===== src/rtl/psel_pkg.sv =====
package psel_pkg;
  localparam int unsigned BYTE_W   = 8;
  localparam int unsigned REQ_MAX  = 6;
  localparam int unsigned IDX_W    = $clog2(REQ_MAX + 1);
  localparam logic [BYTE_W-1:0] LEAD_BYTE = 8'hFF;

  typedef logic [BYTE_W-1:0] byte_t;

  typedef enum logic [2:0] {
    M_OPEN,
    M_COLLECT,
    M_ECHO,
    M_POST,
    M_CMD,
    M_MUTE
  } mode_e;
endpackage


===== src/rtl/psel_req_parser.sv =====
module psel_req_parser
  import psel_pkg::*;
#(
  parameter int unsigned PROTO_W      = 4,
  parameter logic [7:0]  DEFAULT_RATE = 8'h11
) (
  input  logic                       clk,
  input  logic                       rst_n,
  input  logic                       clr,
  input  logic                       take,
  input  byte_t                      din,
  input  logic [(1<<PROTO_W)-1:0]    supp_mask,
  output logic                       last_take,
  output logic                       req_ok,
  output logic [IDX_W-1:0]           req_len,
  output logic [PROTO_W-1:0]         req_proto,
  output byte_t                      req_rate,
  output byte_t [REQ_MAX-1:0]        req_buf
);

  logic [IDX_W-1:0] idx, exp_len, slot, len_from_fmt;
  logic [2:0]       pres_q;
  byte_t            xor_acc;
  logic             err;
  logic [1:0]       kind;
  logic             fmt_bad, p3_bad, is_fmt, is_param;

  function automatic logic [1:0] slot_kind(input logic [2:0] pres,
                                           input logic [IDX_W-1:0] s);
    logic [IDX_W-1:0] seen;
    slot_kind = 2'd0;
    seen = '0;
    for (int b = 0; b < 3; b++) begin
      if (pres[b]) begin
        if (seen == s && slot_kind == 2'd0) slot_kind = 2'(b + 1);
        seen = IDX_W'(seen + 1);
      end
    end
  endfunction

  always_comb begin
    is_fmt       = (idx == IDX_W'(1));
    slot         = IDX_W'(idx - IDX_W'(2));
    kind         = slot_kind(pres_q, slot);
    len_from_fmt = IDX_W'(32'd3 + 32'(din[4]) + 32'(din[5]) + 32'(din[6]));
    fmt_bad      = din[7] || !supp_mask[din[PROTO_W-1:0]];
    last_take    = take && (idx >= IDX_W'(2)) && (idx == IDX_W'(exp_len - IDX_W'(1)));
    is_param     = take && (idx >= IDX_W'(2)) && !last_take;
    p3_bad       = (kind == 2'd3) && (din != 8'h00);
    req_ok       = !err && ((xor_acc ^ din) == 8'h00);
    req_len      = exp_len;
  end

  always_ff @(posedge clk or negedge rst_n) begin
    if (!rst_n) begin
      idx       <= '0;
      exp_len   <= '0;
      pres_q    <= '0;
      xor_acc   <= '0;
      err       <= 1'b0;
      req_proto <= '0;
      req_rate  <= DEFAULT_RATE;
      req_buf   <= '0;
    end else if (clr) begin
      idx       <= '0;
      exp_len   <= '0;
      pres_q    <= '0;
      xor_acc   <= '0;
      err       <= 1'b0;
      req_proto <= '0;
      req_rate  <= DEFAULT_RATE;
    end else if (take) begin
      for (int i = 0; i < REQ_MAX; i++) begin
        if (idx == IDX_W'(i)) req_buf[i] <= din;
      end
      xor_acc <= xor_acc ^ din;
      idx     <= IDX_W'(idx + IDX_W'(1));
      if (is_fmt) begin
        pres_q    <= din[6:4];
        exp_len   <= len_from_fmt;
        req_proto <= din[PROTO_W-1:0];
        req_rate  <= DEFAULT_RATE;
        err       <= err | fmt_bad;
      end
      if (is_param) begin
        if (kind == 2'd1) req_rate <= din;
        err <= err | p3_bad;
      end
    end
  end

  // no byte is taken past the length the format byte announced
  a_r2_len_bound: assert property (@(posedge clk) disable iff (!rst_n || clr)
    (take && idx >= IDX_W'(2)) |-> (idx < exp_len));

endmodule


===== src/rtl/psel_echo_tx.sv =====
module psel_echo_tx
  import psel_pkg::*;
(
  input  logic                clk,
  input  logic                rst_n,
  input  logic                clr,
  input  logic                start,
  input  logic [IDX_W-1:0]    len,
  input  byte_t [REQ_MAX-1:0] src,
  output logic                tx_valid,
  input  logic                tx_ready,
  output byte_t               tx_data,
  output logic                tx_last,
  output logic                finish
);

  logic             busy;
  logic [IDX_W-1:0] ptr, len_q;

  always_comb begin
    tx_data = '0;
    for (int i = 0; i < REQ_MAX; i++) begin
      if (ptr == IDX_W'(i)) tx_data = src[i];
    end
    tx_valid = busy;
    tx_last  = busy && (ptr == IDX_W'(len_q - IDX_W'(1)));
    finish   = tx_valid && tx_ready && tx_last;
  end

  always_ff @(posedge clk or negedge rst_n) begin
    if (!rst_n) begin
      busy  <= 1'b0;
      ptr   <= '0;
      len_q <= '0;
    end else if (clr) begin
      busy  <= 1'b0;
      ptr   <= '0;
    end else if (start) begin
      busy  <= 1'b1;
      ptr   <= '0;
      len_q <= len;
    end else if (tx_valid && tx_ready) begin
      if (tx_last) busy <= 1'b0;
      else         ptr  <= IDX_W'(ptr + IDX_W'(1));
    end
  end

  // a stalled echo byte holds its value
  a_r9_tx_hold: assert property (@(posedge clk) disable iff (!rst_n || clr)
    (tx_valid && !tx_ready) |=> (tx_valid && $stable(tx_data)));

endmodule


===== src/rtl/psel_negotiator.sv =====
module psel_negotiator
  import psel_pkg::*;
#(
  parameter int unsigned PROTO_W      = 4,
  parameter logic [7:0]  DEFAULT_RATE = 8'h11
) (
  input  logic                    clk,
  input  logic                    rst_n,
  input  logic                    card_rst,
  input  logic [(1<<PROTO_W)-1:0] supp_mask,
  input  logic                    rx_valid,
  output logic                    rx_ready,
  input  logic [7:0]              rx_data,
  output logic                    tx_valid,
  input  logic                    tx_ready,
  output logic [7:0]              tx_data,
  output logic                    cmd_valid,
  input  logic                    cmd_ready,
  output logic [7:0]              cmd_data,
  output logic                    neg_valid,
  output logic [PROTO_W-1:0]      neg_proto,
  output logic [7:0]              neg_rate
);

  mode_e               mode, mode_nx;
  logic                is_lead, route_cmd, rx_hs, take;
  logic                last_take, req_ok, echo_start, tx_last, finish;
  logic [IDX_W-1:0]    req_len;
  logic [PROTO_W-1:0]  req_proto;
  byte_t               req_rate;
  byte_t [REQ_MAX-1:0] req_buf;

  always_comb begin
    is_lead   = (rx_data == LEAD_BYTE);
    route_cmd = (mode == M_CMD) ||
                ((mode == M_OPEN || mode == M_POST) && !is_lead);
    if (card_rst)           rx_ready = 1'b0;
    else if (route_cmd)     rx_ready = cmd_ready;
    else if (mode == M_ECHO) rx_ready = 1'b0;
    else                    rx_ready = 1'b1;
    cmd_valid  = rx_valid && route_cmd && !card_rst;
    cmd_data   = rx_data;
    rx_hs      = rx_valid && rx_ready;
    take       = rx_hs && ((mode == M_OPEN && is_lead) || mode == M_COLLECT);
    echo_start = last_take && req_ok;
  end

  always_comb begin
    mode_nx = mode;
    unique case (mode)
      M_OPEN:    if (rx_hs) mode_nx = is_lead ? M_COLLECT : M_CMD;
      M_COLLECT: if (last_take) mode_nx = req_ok ? M_ECHO : M_MUTE;
      M_ECHO:    if (finish) mode_nx = M_POST;
      M_POST:    if (rx_hs) mode_nx = is_lead ? M_MUTE : M_CMD;
      M_CMD:     mode_nx = M_CMD;
      M_MUTE:    mode_nx = M_MUTE;
      default:   mode_nx = M_MUTE;
    endcase
    if (card_rst) mode_nx = M_OPEN;
  end

  always_ff @(posedge clk or negedge rst_n) begin
    if (!rst_n) begin
      mode      <= M_OPEN;
      neg_valid <= 1'b0;
      neg_proto <= '0;
      neg_rate  <= DEFAULT_RATE;
    end else begin
      mode <= mode_nx;
      if (card_rst) begin
        neg_valid <= 1'b0;
      end else if (finish) begin
        neg_valid <= 1'b1;
        neg_proto <= req_proto;
        neg_rate  <= req_rate;
      end
    end
  end

  psel_req_parser #(
    .PROTO_W      (PROTO_W),
    .DEFAULT_RATE (DEFAULT_RATE)
  ) u_parser (
    .clk       (clk),
    .rst_n     (rst_n),
    .clr       (card_rst),
    .take      (take),
    .din       (rx_data),
    .supp_mask (supp_mask),
    .last_take (last_take),
    .req_ok    (req_ok),
    .req_len   (req_len),
    .req_proto (req_proto),
    .req_rate  (req_rate),
    .req_buf   (req_buf)
  );

  psel_echo_tx u_echo (
    .clk      (clk),
    .rst_n    (rst_n),
    .clr      (card_rst),
    .start    (echo_start),
    .len      (req_len),
    .src      (req_buf),
    .tx_valid (tx_valid),
    .tx_ready (tx_ready),
    .tx_data  (tx_data),
    .tx_last  (tx_last),
    .finish   (finish)
  );

  // the silent state emits neither echo nor command bytes
  a_r3_mute_silent: assert property (@(posedge clk) disable iff (!rst_n)
    (mode == M_MUTE) |-> (!tx_valid && !cmd_valid));

  // silence lasts until a card reset
  a_r8_mute_sticky: assert property (@(posedge clk) disable iff (!rst_n)
    (mode == M_MUTE && !card_rst) |=> (mode == M_MUTE));

  // echo bytes appear only during the echo phase
  a_r1_tx_in_echo: assert property (@(posedge clk) disable iff (!rst_n)
    tx_valid |-> (mode == M_ECHO));

  // results become valid right after the final echo handshake
  a_r6_valid_after_echo: assert property (@(posedge clk) disable iff (!rst_n)
    $rose(neg_valid) |-> $past(tx_valid && tx_ready && tx_last));

  // a card reset reopens the window and drops the results
  a_r10_reopen: assert property (@(posedge clk) disable iff (!rst_n)
    card_rst |=> (mode == M_OPEN && !neg_valid));

endmodule


===== config.mk =====
export PLATFORM = sky130hd
export DESIGN_NAME = psel_negotiator
export DESIGN_NICKNAME = d
export VERILOG_FILES = /design/src/rtl/psel_pkg.sv /design/src/rtl/psel_req_parser.sv /design/src/rtl/psel_echo_tx.sv /design/src/rtl/psel_negotiator.sv
export SDC_FILE = /design/constraint.sdc
export NUM_CORES = 1
export LEC_CHECK = 0
export BUFFER_PORTS_ARGS = -buffer_cell sky130_fd_sc_hd__buf_2
export CAP_MARGIN = 30
export CORE_MARGIN = 1.5
export CORE_UTILIZATION = 45
export CTS_BUF_LIST = sky130_fd_sc_hd__clkbuf_8
export CTS_CLUSTER_SIZE = 28
export DETAILED_ROUTE_END_ITERATION = 8
export PLACE_DENSITY = 0.66
export SYNTH_ARGS = -nofsm -noshare
export SYNTH_HDL_FRONTEND = slang
export SYNTH_SLANG_ARGS = --single-unit

===== constraint.sdc =====
create_clock -name clk -period 5.6 [get_ports clk]
set_input_delay 0.56 -clock clk [delete_from_list [all_inputs] [get_ports clk]]
set_output_delay 0.56 -clock clk [all_outputs]
set_load 0.01 [all_outputs]

Word-level counts from Yosys, hierarchy flattened
Index checks and enable logic that the tools add are counted.
W data, S select, Z words.
{"block": "word_totals", "regBits": 101, "input_bits": 30, "out_inout_bits": 32, "elab_cells": 174}
{"block": "op_classes", "add_sub_neg": 9, "order_cmp": 2, "eq_ne": 26, "muxes": 60, "bitwise_logic": 4, "reduce_logical": 53}
{"cell": "$mux W8", "n": 13}
{"cell": "$mux W3", "n": 20}
{"cell": "$eq A3 B2 Y1 const B", "n": 6}
{"cell": "$mux W1", "n": 18}
{"cell": "$reduce_and A3 Y1", "n": 6}
{"cell": "$logic_and A1 B1 Y1", "n": 17}
{"cell": "$eq A3 B3 Y1 const B", "n": 5}
{"cell": "$ne A3 B3 Y1 const B", "n": 5}
{"cell": "$pmux W3 S5", "n": 1}
{"cell": "$logic_not A3 Y1", "n": 4}
{"cell": "$mux W4", "n": 3}
{"cell": "$reduce_and A2 Y1", "n": 6}
{"cell": "$eq A3 B1 Y1 const B", "n": 3}
{"cell": "$eq A3 B3 Y1", "n": 3}
{"cell": "$reduce_bool A3 Y1", "n": 3}
{"cell": "$eq A8 B8 Y1 const B", "n": 1}
{"cell": "$logic_not A8 Y1", "n": 1}
{"cell": "$mux W2", "n": 4}
{"cell": "$reduce_bool A8 Y1", "n": 1}
{"cell": "$xor A8 B8 Y8", "n": 1}
{"cell": "$add A3 B1 Y3", "n": 2}
{"cell": "$add A3 B1 Y3 const B", "n": 2}
{"cell": "$reduce_bool A2 Y1", "n": 3}
{"cell": "$sub A3 B1 Y3 const B", "n": 2}
{"cell": "other kinds (15)", "n": 24}

Depth between registers and ports, before layout
Gate-level depths: netlist of the first run.
{"block": "depth", "ltp_word": 18, "depth_mapped": 8, "mapped_depth_nobuf": 7}

Hierarchy
A second synthesis of the first run with hierarchy kept.
{"block": "hier_totals", "cells_unflattened": 517, "hier_area_um2": 5405.2}
{"module": "psel_req_parser", "instances": 1, "cells_per_inst": 316, "area_per_inst_um2": 3575.9, "seq_area_each_um2": 1954.4}
{"module": "psel_negotiator", "instances": 1, "cells_per_inst": 89, "area_per_inst_um2": 923.4, "seq_area_each_um2": 402.9}
{"module": "psel_echo_tx", "instances": 1, "cells_per_inst": 112, "area_per_inst_um2": 905.9, "seq_area_each_um2": 175.2}

Worst setup path after synthesis of the first run
No wires, ideal clock.
{"block": "synth_path", "kind": "flip-flop to output port", "start": "reg u_echo.ptr[0]", "end": "out tx_data[1]", "arrival_time_ps": 1743, "path_slack_ps": 3297, "path_stages_with_launch": 9, "cell_sequence": "dfrtp_1 inv_1 ha_1 nor2b_1 clkbuf_1 a22oi_1 o21ai_0 a22oi_1 o22ai_1"}
{"block": "synth_between", "elab_chain_len": 7}
{"element": "start: declaration", "line_no": "psel_echo_tx.sv:18", "rtl": "logic [IDX_W-1:0] ptr, len_q;"}
{"element": "start signal: assignment", "line_no": "psel_echo_tx.sv:44", "rtl": "else ptr <= IDX_W'(ptr + IDX_W'(1));"}
{"element": "$logic_not A3 Y1", "line_no": "psel_echo_tx.sv:23", "rtl": "if (ptr == IDX_W'(i)) tx_data = src[i];"}
{"element": "$mux W8 (5 in a row)", "line_no": "psel_echo_tx.sv:23"}
{"element": "$mux W8 (*)", "line_no": "psel_echo_tx.sv:23"}
{"element": "end: declaration", "line_no": "psel_negotiator.sv:16", "rtl": "output logic [7:0] tx_data,"}
Mark *: on every way between the ends. The rest lies on a longest branch, timed or not.

Worst setup path after layout of the first run
{"block": "layout_path", "start": "reg u_echo.ptr[1]", "end": "out tx_data[1]"}
Same word-level chain as after synthesis.

==> flow_summary.json, run 1 <==
{
  "rows": 39,
  "ys_ff_latch": 101,
  "holdWs_ns": 0.119,
  "p_leak_uw": 0.00282,
  "seq_power_share_pct": 53.8,
  "clkTransAtPathRegs_ns": 0.10,
  "netlist_area_um2": 5350,
  "synth_common_cells": "dfrtp_1 (97), mux2_2 (51), nand2_1 (37)",
  "start_util_pct": 46.4,
  "syn-num-nets": 522,
  "clkPwrFrac_pct": 37.6,
  "p_total_uw": 1390,
  "status": "complete, but fails checks",
  "drive_gt1_share_pct": 29.8,
  "grt_first_pass_wirelength_um": 19900,
  "critPathMaxFanout": 23,
  "instances_no_fill": 660,
  "powerDensity_nw_per_um2": 237,
  "avgRoutedWirePerCell_um": 18.7,
  "overflow": 0,
  "wl_met3_um": 470,
  "worst_setup_path_start_kind": "register",
  "synth_area_leader_cell": "dfrtp_1",
  "irDropWorstVdd_uv": 123,
  "gr-usage-all-layers_pct": 20.3,
  "cts_resized": 0,
  "synth_seq_area_share_pct": 47.4,
  "dp_hpwl_um": 8340,
  "rsz0062_at_grt": "false",
  "nets": 559,
  "maxSlewHeadroom_pct": 37.4,
  "dieArea_um2": 12500,
  "pin_count": 62,
  "synth.area.top_cells": "dfrtp_1 (45%), mux2_2 (11%), ha_1 (4.0%), a22o_1 (3.3%), a22oi_1 (2.9%)",
  "clockBufferDepth": 2,
  "gp_congestion": 0.819,
  "cts_tree": "built",
  "synth_top_area_share_pct": 45.4,
  "synth_cell_types": 61,
  "syn2layout_area_growth_pct": 9.66,
  "finalSetupTns_ns": 0,
  "worstSkewPairLatency_ns": 0.38,
  "switching_share_pct": 25.0,
  "fillers": 1061,
  "period_share_pct": 63.1,
  "grt_max_degree": 70,
  "diodes": 0,
  "clock-sinks": 101,
  "yosys.cell_count.top_type": "dfrtp_1",
  "syn_area_per_cell_um2": 11.3,
  "die_y_um": 112,
  "antenna_found_initial": 0,
  "die_x_um": 112,
  "failed_checks": "design-rule violations",
  "slew_violations": 0,
  "port_buffers": 61,
  "hold_buffers": 0,
  "drc_errors": 4,
  "clock-root-buffer": "clkbuf_8",
  "dp_cells": 644,
  "async_flop_share_pct": 100,
  "ys.flop_type": "dfrtp_1",
  "yosys_warnings": 0,
  "worstPathRequired_ns": 5.04,
  "cts_buffers": 9,
  "wl_met2_um": 5920,
  "synth_edf_count": 0,
  "comb_power_share_pct": 8.6,
  "cap_violations": 0,
  "p_switching_uw": 347,
  "setup_viol": 0,
  "routed.top_layer": "met4",
  "fin_crit_ns": 3.53,
  "cts-htree-levels": 3,
  "reg2regPathDepth": 4,
  "internal_power_uw": 1040,
  "coreArea_um2": 11500,
  "post-cts-setup-buffers": 0,
  "synth_cells": 475,
  "endpoint_kind": "primary output",
  "critPathKind": "register to primary output",
  "hold_violations": 0,
  "antenna_left": 0,
  "wirelength_um": 12300,
  "fmax_mhz": 283,
  "drt_iter0_markers": 315,
  "fin_skew_ns": 0.0132,
  "grt_pass1_vias": 3726,
  "worst_pin_slew_ns": 0.940,
  "vias": 3875,
  "viasPerCell": 5.87,
  "met1Wirelength_um": 5680,
  "hold_class": "primary input to async pin",
  "drt-pass1-iter-count": 7,
  "arrival_ns": 2.97
}
## power by group through the flow
stage / registers [uW] / clock network, uW / logic [uW]
3_3_place_gp: 761 / 0 / 118
2_1_floorplan: 758 / 0 / 75.4
4_1_cts: 747 / 535 / 121
6_report: 747 / 523 / 119
3_5_place_dp: 762 / 0 / 120
5_1_grt: 749 / 558 / 132
## critical path, stage by stage, from the launching register on
cell and delay (ns):
dfrtp_1 0.46, inv_1 0.09, ha_1 0.46, nor2b_1 0.73
a22oi_1 0.15, o21ai_0 0.19, a22oi_1 0.08, o22ai_1 0.25
buf_2 0.17
## cells by family (layout without fill, tap and decap cells)
| logic type | Yosys count | in the layout | synth area share (%) |
|---|---|---|---|
| AND/OR/NAND/NOR | 114 | 114 | 12.3 |
| AO/OA/AOI/OAI | 108 | 108 | 14.6 |
| flip-flops | 101 | 101 | 47.4 |
| multiplexers | 63 | 63 | 14.0 |
| buffers and inverters | 58 | 100 | 5.26 |
| adder cells (fa/ha/maj) | 17 | 17 | 3.98 |
| XOR/XNOR | 14 | 14 | 2.57 |
## layout make-up
| cell class | instances | area [um2] | area share [%] |
|---|---|---|---|
| clock buffers | 9 | 124 | 2.11 |
| clock inverters | 7 | 97.6 | 1.66 |
| inverters | 22 | 82.6 | 1.41 |
| multi-input cells | 316 | 2530 | 43.2 |
| flip-flops and latches | 101 | 2530 | 43.2 |
| well taps | 143 | 179 | 3.05 |
| repair buffers | 62 | 315 | 5.38 |
## flip-flops by register name, summed over array words and instances (netlist names)
register            count
mode                    3
u_echo.tx_valid         1
neg_rate                8
neg_valid               1
u_parser.req_proto      4
neg_proto               4
u_parser.err            1
u_parser.pres_q         3
u_echo.ptr              3
u_parser.xor_acc        8
u_parser.req_buf       48
u_parser.idx            3
u_parser.req_rate       8
u_echo.len_q            3
u_parser.req_len        3
## metal layers
metal	GRT usage [%]	vias to the layer above
li1	-	1789
met1	28.8	1959
met2	32.1	110
met3	2.54	17
met4	7.76	0
met5	0	-
## worst paths after layout
check | startpoint | to | slack, ns
min reg2reg | u_parser.req_buf[15]$_DFFE_PN0P_ | u_parser.req_buf[15]$_DFFE_PN0P_ | 0.49
min in group clk | u_parser.req_buf[15]$_DFFE_PN0P_ | u_parser.req_buf[15]$_DFFE_PN0P_ | 0.49
max in group asynchronous | rst_n | u_parser.req_rate[2]$_DFFE_PN0P_ | 4.24
min | rst_n | u_echo.ptr[2]$_DFFE_PN0P_ | 0.12
max | u_echo.ptr[1]$_DFFE_PN0P_ | tx_data[1] | 2.07
max reg2reg | mode[2]$_DFFE_PN0P_ | u_parser.req_buf[31]$_DFFE_PN0P_ | 3.05
## cells in the final DEF (no fill, tap or decap), types with 3 or more instances in the layout
cell / count
dfrtp_1: 97
nor3_1: 9
ha_1: 17
inv_1: 20
xnor2_1: 6
a21oi_1: 9
a22oi_1: 21
inv_6: 3
nand2_1: 37
o22ai_1: 9
nand3_4: 4
o31ai_1: 3
nor2_1: 17
nor2b_1: 9
mux2i_1: 6
nand3_1: 9
a21o_1: 6
mux2_2: 51
o21bai_1: 5
o21ai_0: 19
nand4_1: 5
mux4_2: 4
nor4_1: 3
dfstp_2: 4
a22o_1: 20
and3b_1: 3
xor2_1: 7
clkbuf_8: 9
buf_2: 60
nand2b_1: 3
## metrics by stage
| stage | setup slack, ns | util [%] | instance area, um2 |
|---|---|---|---|
| after floorplan | 3.30 | - | 5350 |
| after global routing | 1.76 | 50.9 | 5860 |
| after global placement | 2.47 | 49.0 | 5640 |
| after CTS | 2.05 | 50.9 | 5860 |
| after detailed placement | 2.48 | 49.0 | 5640 |
| final | 2.07 | 50.9 | 5860 |
Power figures use the tool's default switching activity.
==> inputs of run 2 (changes only) <==
==> constraint.sdc (replaced) <==
create_clock -name clk -period 3.57 [get_ports clk]
set_input_delay 0.357 -clock clk [delete_from_list [all_inputs] [get_ports clk]]
set_output_delay 0.357 -clock clk [all_outputs]
set_load 0.01 [all_outputs]
==> run 2 against run 1 <==
The flow still finishes with violations (design-rule violations). Total power grew 64%. Critical path depth is the same. Wire length grew 2.2%. Non-clock buffer count grew 5. Setup slack lost 1.8 ns. Die area is the same. Register-to-register slack lost 1.9 ns. Clock skew shrank 0.0061 ns. Via count shrank 0.98%. Sequential share of layout area shrank 0.52 points.
==> flow_summary.json, run 2 (same netlist as run 1, synthesis figures left out) <==
{
  "fin_crit_ns": 3.27,
  "powerDensity_nw_per_um2": 384,
  "vias": 3837,
  "cts-htree-levels": 3,
  "p_leak_uw": 0.00286,
  "worstSkewPairLatency_ns": 0.37,
  "comb_power_share_pct": 8.3,
  "fmax_mhz": 306,
  "worst_setup_path_start_kind": "register",
  "hold_buffers": 0,
  "rsz0062_at_grt": "false",
  "p_switching_uw": 538,
  "viasPerCell": 5.77,
  "internal_power_uw": 1740,
  "p_total_uw": 2280,
  "drive_gt1_share_pct": 30.7,
  "overflow": 0,
  "fillers": 1068,
  "switching_share_pct": 23.6,
  "slew_violations": 0,
  "antenna_left": 0,
  "worstPathRequired_ns": 3.21,
  "clkPwrFrac_pct": 40.3,
  "gr-usage-all-layers_pct": 21.1,
  "syn2layout_area_growth_pct": 11.0,
  "regMostFlops": "u_parser.req_buf",
  "failed_checks": "design-rule violations",
  "pin_count": 62,
  "met1Wirelength_um": 5820,
  "die_x_um": 112,
  "instances_no_fill": 665,
  "clock-root-buffer": "clkbuf_8",
  "drt_iter0_markers": 234,
  "avgRoutedWirePerCell_um": 18.9,
  "grt_max_degree": 50,
  "fin_skew_ns": 0.00708,
  "setup_viol": 0,
  "clock-sinks": 101,
  "gp_congestion": 0.802,
  "status": "complete, but fails checks",
  "dieArea_um2": 12500,
  "maxSlewHeadroom_pct": 39.8,
  "cap_violations": 0,
  "dp_cells": 649,
  "critPathKind": "register to primary output",
  "die_y_um": 112,
  "largest_reg_flops": 48,
  "dp_hpwl_um": 8550,
  "holdWs_ns": 0.00179,
  "cts_resized": 0,
  "start_util_pct": 46.4,
  "diodes": 0,
  "coreArea_um2": 11500,
  "endpoint_kind": "primary output",
  "antenna_found_initial": 0,
  "crit_path_start": "u_echo.ptr[0]$_DFFE_PN0P_",
  "drc_errors": 4,
  "post-cts-setup-buffers": 0,
  "final_area_um2": 5940,
  "grt_pass1_vias": 3967,
  "clockBufferDepth": 2,
  "cts_buffers": 9,
  "clkTransAtPathRegs_ns": 0.10,
  "dpl-instance-area_um2": 5680,
  "cts_tree": "built",
  "routed.top_layer": "met4",
  "wl_met3_um": 460,
  "wl_met2_um": 6160,
  "worstReg2RegStart": "u_echo.len_q[0]$_DFFE_PN0P_",
  "grt_first_pass_wirelength_um": 20700,
  "hold_class": "primary input to async pin",
  "wirelength_um": 12600,
  "arrival_ns": 2.91,
  "worst_pin_slew_ns": 0.901,
  "hold_violations": 0,
  "nets": 564,
  "critPathMaxFanout": 11,
  "drt-pass1-iter-count": 6,
  "period_share_pct": 91.5,
  "seq_power_share_pct": 51.4,
  "port_buffers": 61,
  "layout_common_cells": "dfrtp_1 (97), buf_2 (60), mux2_2 (51), nand2_1 (37), a22oi_1 (21)",
  "final_common_cell": "dfrtp_1",
  "irDropWorstVdd_uv": 186,
  "finalSetupTns_ns": 0,
  "rows": 39
}
[run 2: changes by cell type in the layout (fill, tap and decap cells not counted)]
cell,before,now
clkbuf_8,9,11
bufinv_16,2,3
buf_4,2,7
inv_1,20,19
clkinv_2,0,1
clkinvlp_4,1,0
inv_6,3,1
[run 2: power by group through the flow]
| stage | sequential [uW] | clock, uW | combinational [uW] |
|---|---|---|---|
| after CTS | 1170 | 935 | 192 |
| final | 1170 | 919 | 189 |
| after detailed placement | 1190 | 0 | 191 |
| after global routing | 1170 | 979 | 209 |
| after global placement | 1190 | 0 | 186 |
| after floorplan | 1190 | 0 | 118 |
[run 2: per-layer routing]
layer / vias to the layer above / GRT usage (%)
li1: 1797 / -
met1: 1950 / 29.5
met2: 77 / 33.8
met3: 13 / 2.97
met4: 0 / 7.59
met5: - / 0
[run 2: path summary, 6_finish.rpt]
| kind | to | slack [ns] | depth (start not counted) |
|---|---|---|---|
| setup / recovery | tx_data[1] | 0.30 | 8 |
| min in group clk | u_parser.req_buf[15]$_DFFE_PN0P_ | 0.37 | 3 |
| max in group asynchronous | neg_rate[0]$_DFFE_PN1P_ | 2.68 | 2 |
| setup reg to reg | neg_rate[2]$_DFFE_PN0P_ | 1.15 | 7 |
| hold reg to reg | u_parser.req_rate[0]$_DFFE_PN1P_ | 0.49 | 2 |
| hold / removal | u_echo.ptr[2]$_DFFE_PN0P_ | 0.002 | 1 |
[run 2: critical path, stage by stage, from the launching register on]
cell and delay [ns]:
dfrtp_1 0.47, inv_1 0.11, ha_1 0.32, nor2b_1 0.77, a22oi_1 0.17, o21ai_0 0.20, a22oi_1 0.09, o22ai_1 0.24
buf_2 0.17
[run 2: per-stage QoR]
| stage | setup WS [ns] | util [%] |
|---|---|---|
| 5_1_grt | 0.114 | 51.5 |
| 4_1_cts | 0.301 | 51.5 |
| 2_1_floorplan | 1.47 | - |
| 6_report | 0.302 | 51.5 |
| 3_5_place_dp | 0.728 | 49.3 |
| 3_3_place_gp | 0.704 | 49.3 |
[run 2: area by class of cell]
cell class,count,area [um2],share of cell area (%)
Multi-Input combinational cell,316,2530,42.7
Sequential cell,101,2530,42.7
Timing Repair Buffer,67,353,5.94
Tap cell,143,179,3.01
Clock buffer,11,151,2.55
Clock inverter,5,104,1.75
Inverter,22,82.6,1.39
==> inputs of run 3 (changes only) <==
--- a/config.mk
+++ b/config.mk
@@ -5,6 +5,7 @@
 export SDC_FILE = /design/constraint.sdc
 export NUM_CORES = 1
 export LEC_CHECK = 0
+export ABC_AREA = 0
 export BUFFER_PORTS_ARGS = -buffer_cell sky130_fd_sc_hd__buf_2
 export CAP_MARGIN = 30
 export CORE_MARGIN = 1.5
@@ -15,4 +16,6 @@
 export PLACE_DENSITY = 0.66
 export SYNTH_ARGS = -nofsm -noshare
 export SYNTH_HDL_FRONTEND = slang
+export SYNTH_HIERARCHICAL = 1
 export SYNTH_SLANG_ARGS = --single-unit
+export TNS_END_PERCENT = 100
==> run 3 against run 2 <==
The run still ends with design-rule violations left. Area after synthesis rose by 0.96%. Flip-flop and latch count unchanged. Clock skew up 0.0065 ns. Largest power group unchanged. Highest routed layer unchanged.
==> flow_summary.json, run 3 <==
{
  "maxSlewHeadroom_pct": 42.8,
  "fmax_mhz": 328,
  "gp_congestion": 0.891,
  "p_switching_uw": 534,
  "cts_resized": 0,
  "hold_class": "primary input to register",
  "coreArea_um2": 11600,
  "drt-pass1-iter-count": 6,
  "instances_no_fill": 710,
  "period_share_pct": 85.4,
  "cp_num_buf_inv": 2,
  "critPathMaxFanout": 15,
  "dieArea_um2": 12700,
  "die_y_um": 113,
  "worstPathRequired_ns": 3.21,
  "reg2regPathDepth": 10,
  "synth_cells": 516,
  "endpoint_kind": "primary output",
  "arrival_ns": 2.69,
  "overflow": 0,
  "holdWs_ns": 0.174,
  "drc_errors": 2,
  "gr-usage-all-layers_pct": 21.0,
  "die_x_um": 113,
  "switching_share_pct": 26.4,
  "syn2layout_area_growth_pct": 11.1,
  "largest_reg_flops": 48,
  "comb_power_share_pct": 7.2,
  "cts-htree-levels": 3,
  "slew_violations": 0,
  "fin_crit_ns": 3.05,
  "worstSkewPairLatency_ns": 0.39,
  "hold_path_depth": 2,
  "path_delay_family": "flip-flops",
  "worst_pin_slew_ns": 0.858,
  "antenna_found_initial": 0,
  "nets": 609,
  "failed_checks": "design-rule violations",
  "grt_first_pass_wirelength_um": 20600,
  "cp.depth": 6,
  "p_total_uw": 2020,
  "p_leak_uw": 0.00291,
  "dp_cells": 693,
  "vias": 4026,
  "yosys_warnings": 6,
  "clockBufferDepth": 2,
  "hold_violations": 0,
  "seq_power_share_pct": 56.9,
  "powerDensity_nw_per_um2": 338,
  "avgRoutedWirePerCell_um": 17.8,
  "cts_tree": "built",
  "crit_slowest_cell": "dfrtp_1",
  "syn-num-nets": 563,
  "start_util_pct": 46.7,
  "syn_area_per_cell_um2": 10.5,
  "setup_viol": 0,
  "rows": 39,
  "clock-root-buffer": "clkbuf_8",
  "internal_power_uw": 1490,
  "clkPwrFrac_pct": 36.0,
  "netlist_area_um2": 5400,
  "status": "complete, but fails checks",
  "clock-sinks": 101,
  "cpPeakStageDelay_ns": 0.67,
  "finalSetupTns_ns": 0,
  "irDropWorstVdd_uv": 197,
  "wirelength_um": 12600,
  "worst_setup_path_start_kind": "register",
  "port_buffers": 61,
  "grt_max_degree": 61,
  "rsz0062_at_grt": "false",
  "final_common_cell": "dfrtp_1",
  "fin_skew_ns": 0.0136,
  "cts_buffers": 9,
  "diodes": 0,
  "viasPerCell": 5.67,
  "clkTransAtPathRegs_ns": 0.10,
  "drt_iter0_markers": 268,
  "pin_count": 62,
  "grt_pass1_vias": 4051,
  "layout_common_cells": "dfrtp_1 (97), nand2_1 (64), buf_2 (60), mux2_1 (30), nor2_1 (25)",
  "drive_gt1_share_pct": 21.3,
  "cap_violations": 0,
  "regMostFlops": "u_parser/req_buf",
  "critPathKind": "register to primary output",
  "path_cells": "inv_1 -> ha_1 -> or2_1 -> o311ai_1 -> a22o_1 -> buf_2",
  "antenna_left": 0,
  "dp_hpwl_um": 8850
}
==> run 3: area by class of cell <==
| cell class | instances | area [um2] |
|---|---|---|
| clock buffer | 10 | 138 |
| clock inverter | 6 | 63.8 |
| fill | 1048 | 5570 |
| inverter | 23 | 86.3 |
| multi-input combinational | 351 | 2560 |
| sequential | 101 | 2530 |
| tap | 143 | 179 |
| timing repair buffer | 76 | 443 |
==> run 3: per-layer routing <==
layer | track usage (%) | routed length [um] | vias to the layer above
met2 | 34.4 | 6110 | 124
met1 | 27.9 | 5580 | 1994
met3 | 5.08 | 689 | 12
met5 | 0 | 0 | -
met4 | 6.33 | 214 | 0
li1 | - | - | 1896
==> run 3: worst register-to-register path, delay by kind of cell, from the launching register on <==
family	cells	cell delay, ns
and+or+nand+nor	7	1.67
DFF	1	0.52
muxes	1	0.35
AOI/OAI and AO/OA	1	0.18
buffers and inverters	1	0.06
==> run 3: stage by stage <==
stage | instance area (um2) | setup WS (ns) | util (%)
3_3_place_gp | 5760 | 0.609 | 49.8
4_1_cts | 6000 | 0.511 | 51.9
3_5_place_dp | 5790 | 0.485 | 50.0
2_1_floorplan | 5400 | 0.706 | -
5_1_grt | 6000 | 0.302 | 51.9
6_report | 6000 | 0.522 | 51.9
==> run 3: worst paths after layout <==
path                                                       from  slack (ns)                                to
min in group asynchronous                                 rst_n        0.40               mode[1]$_DFFE_PN0P_
worst max register to register              mode[0]$_DFFE_PN0P_        0.68       u_echo/len_q[2]$_DFFE_PN0P_
max in group asynchronous                                 rst_n        2.36  u_parser/req_buf[22]$_DFFE_PN0P_
worst max-delay path                  u_echo/ptr[2]$_DFFE_PN0P_        0.52                        tx_data[5]
worst min register to register  u_parser/req_buf[9]$_DFFE_PN0P_        0.49   u_parser/req_buf[9]$_DFFE_PN0P_
worst min-delay path                                   tx_ready        0.17       u_echo/tx_valid$_DFFE_PN0P_
==> run 3: power by group through the flow <==
stage               combinational, uW  sequential, uW  clock (uW)
global placement                  139            1170           0
global route                      160            1150         801
CTS                               147            1150         760
floorplan                        70.1            1170           0
finish                            145            1150         729
detailed placement                146            1170           0
==> run 3: timing repair <==
item,in CTS,in global routing
hold endpoints to repair,17,0
buffers inserted,0,0
hold buffers,1,0
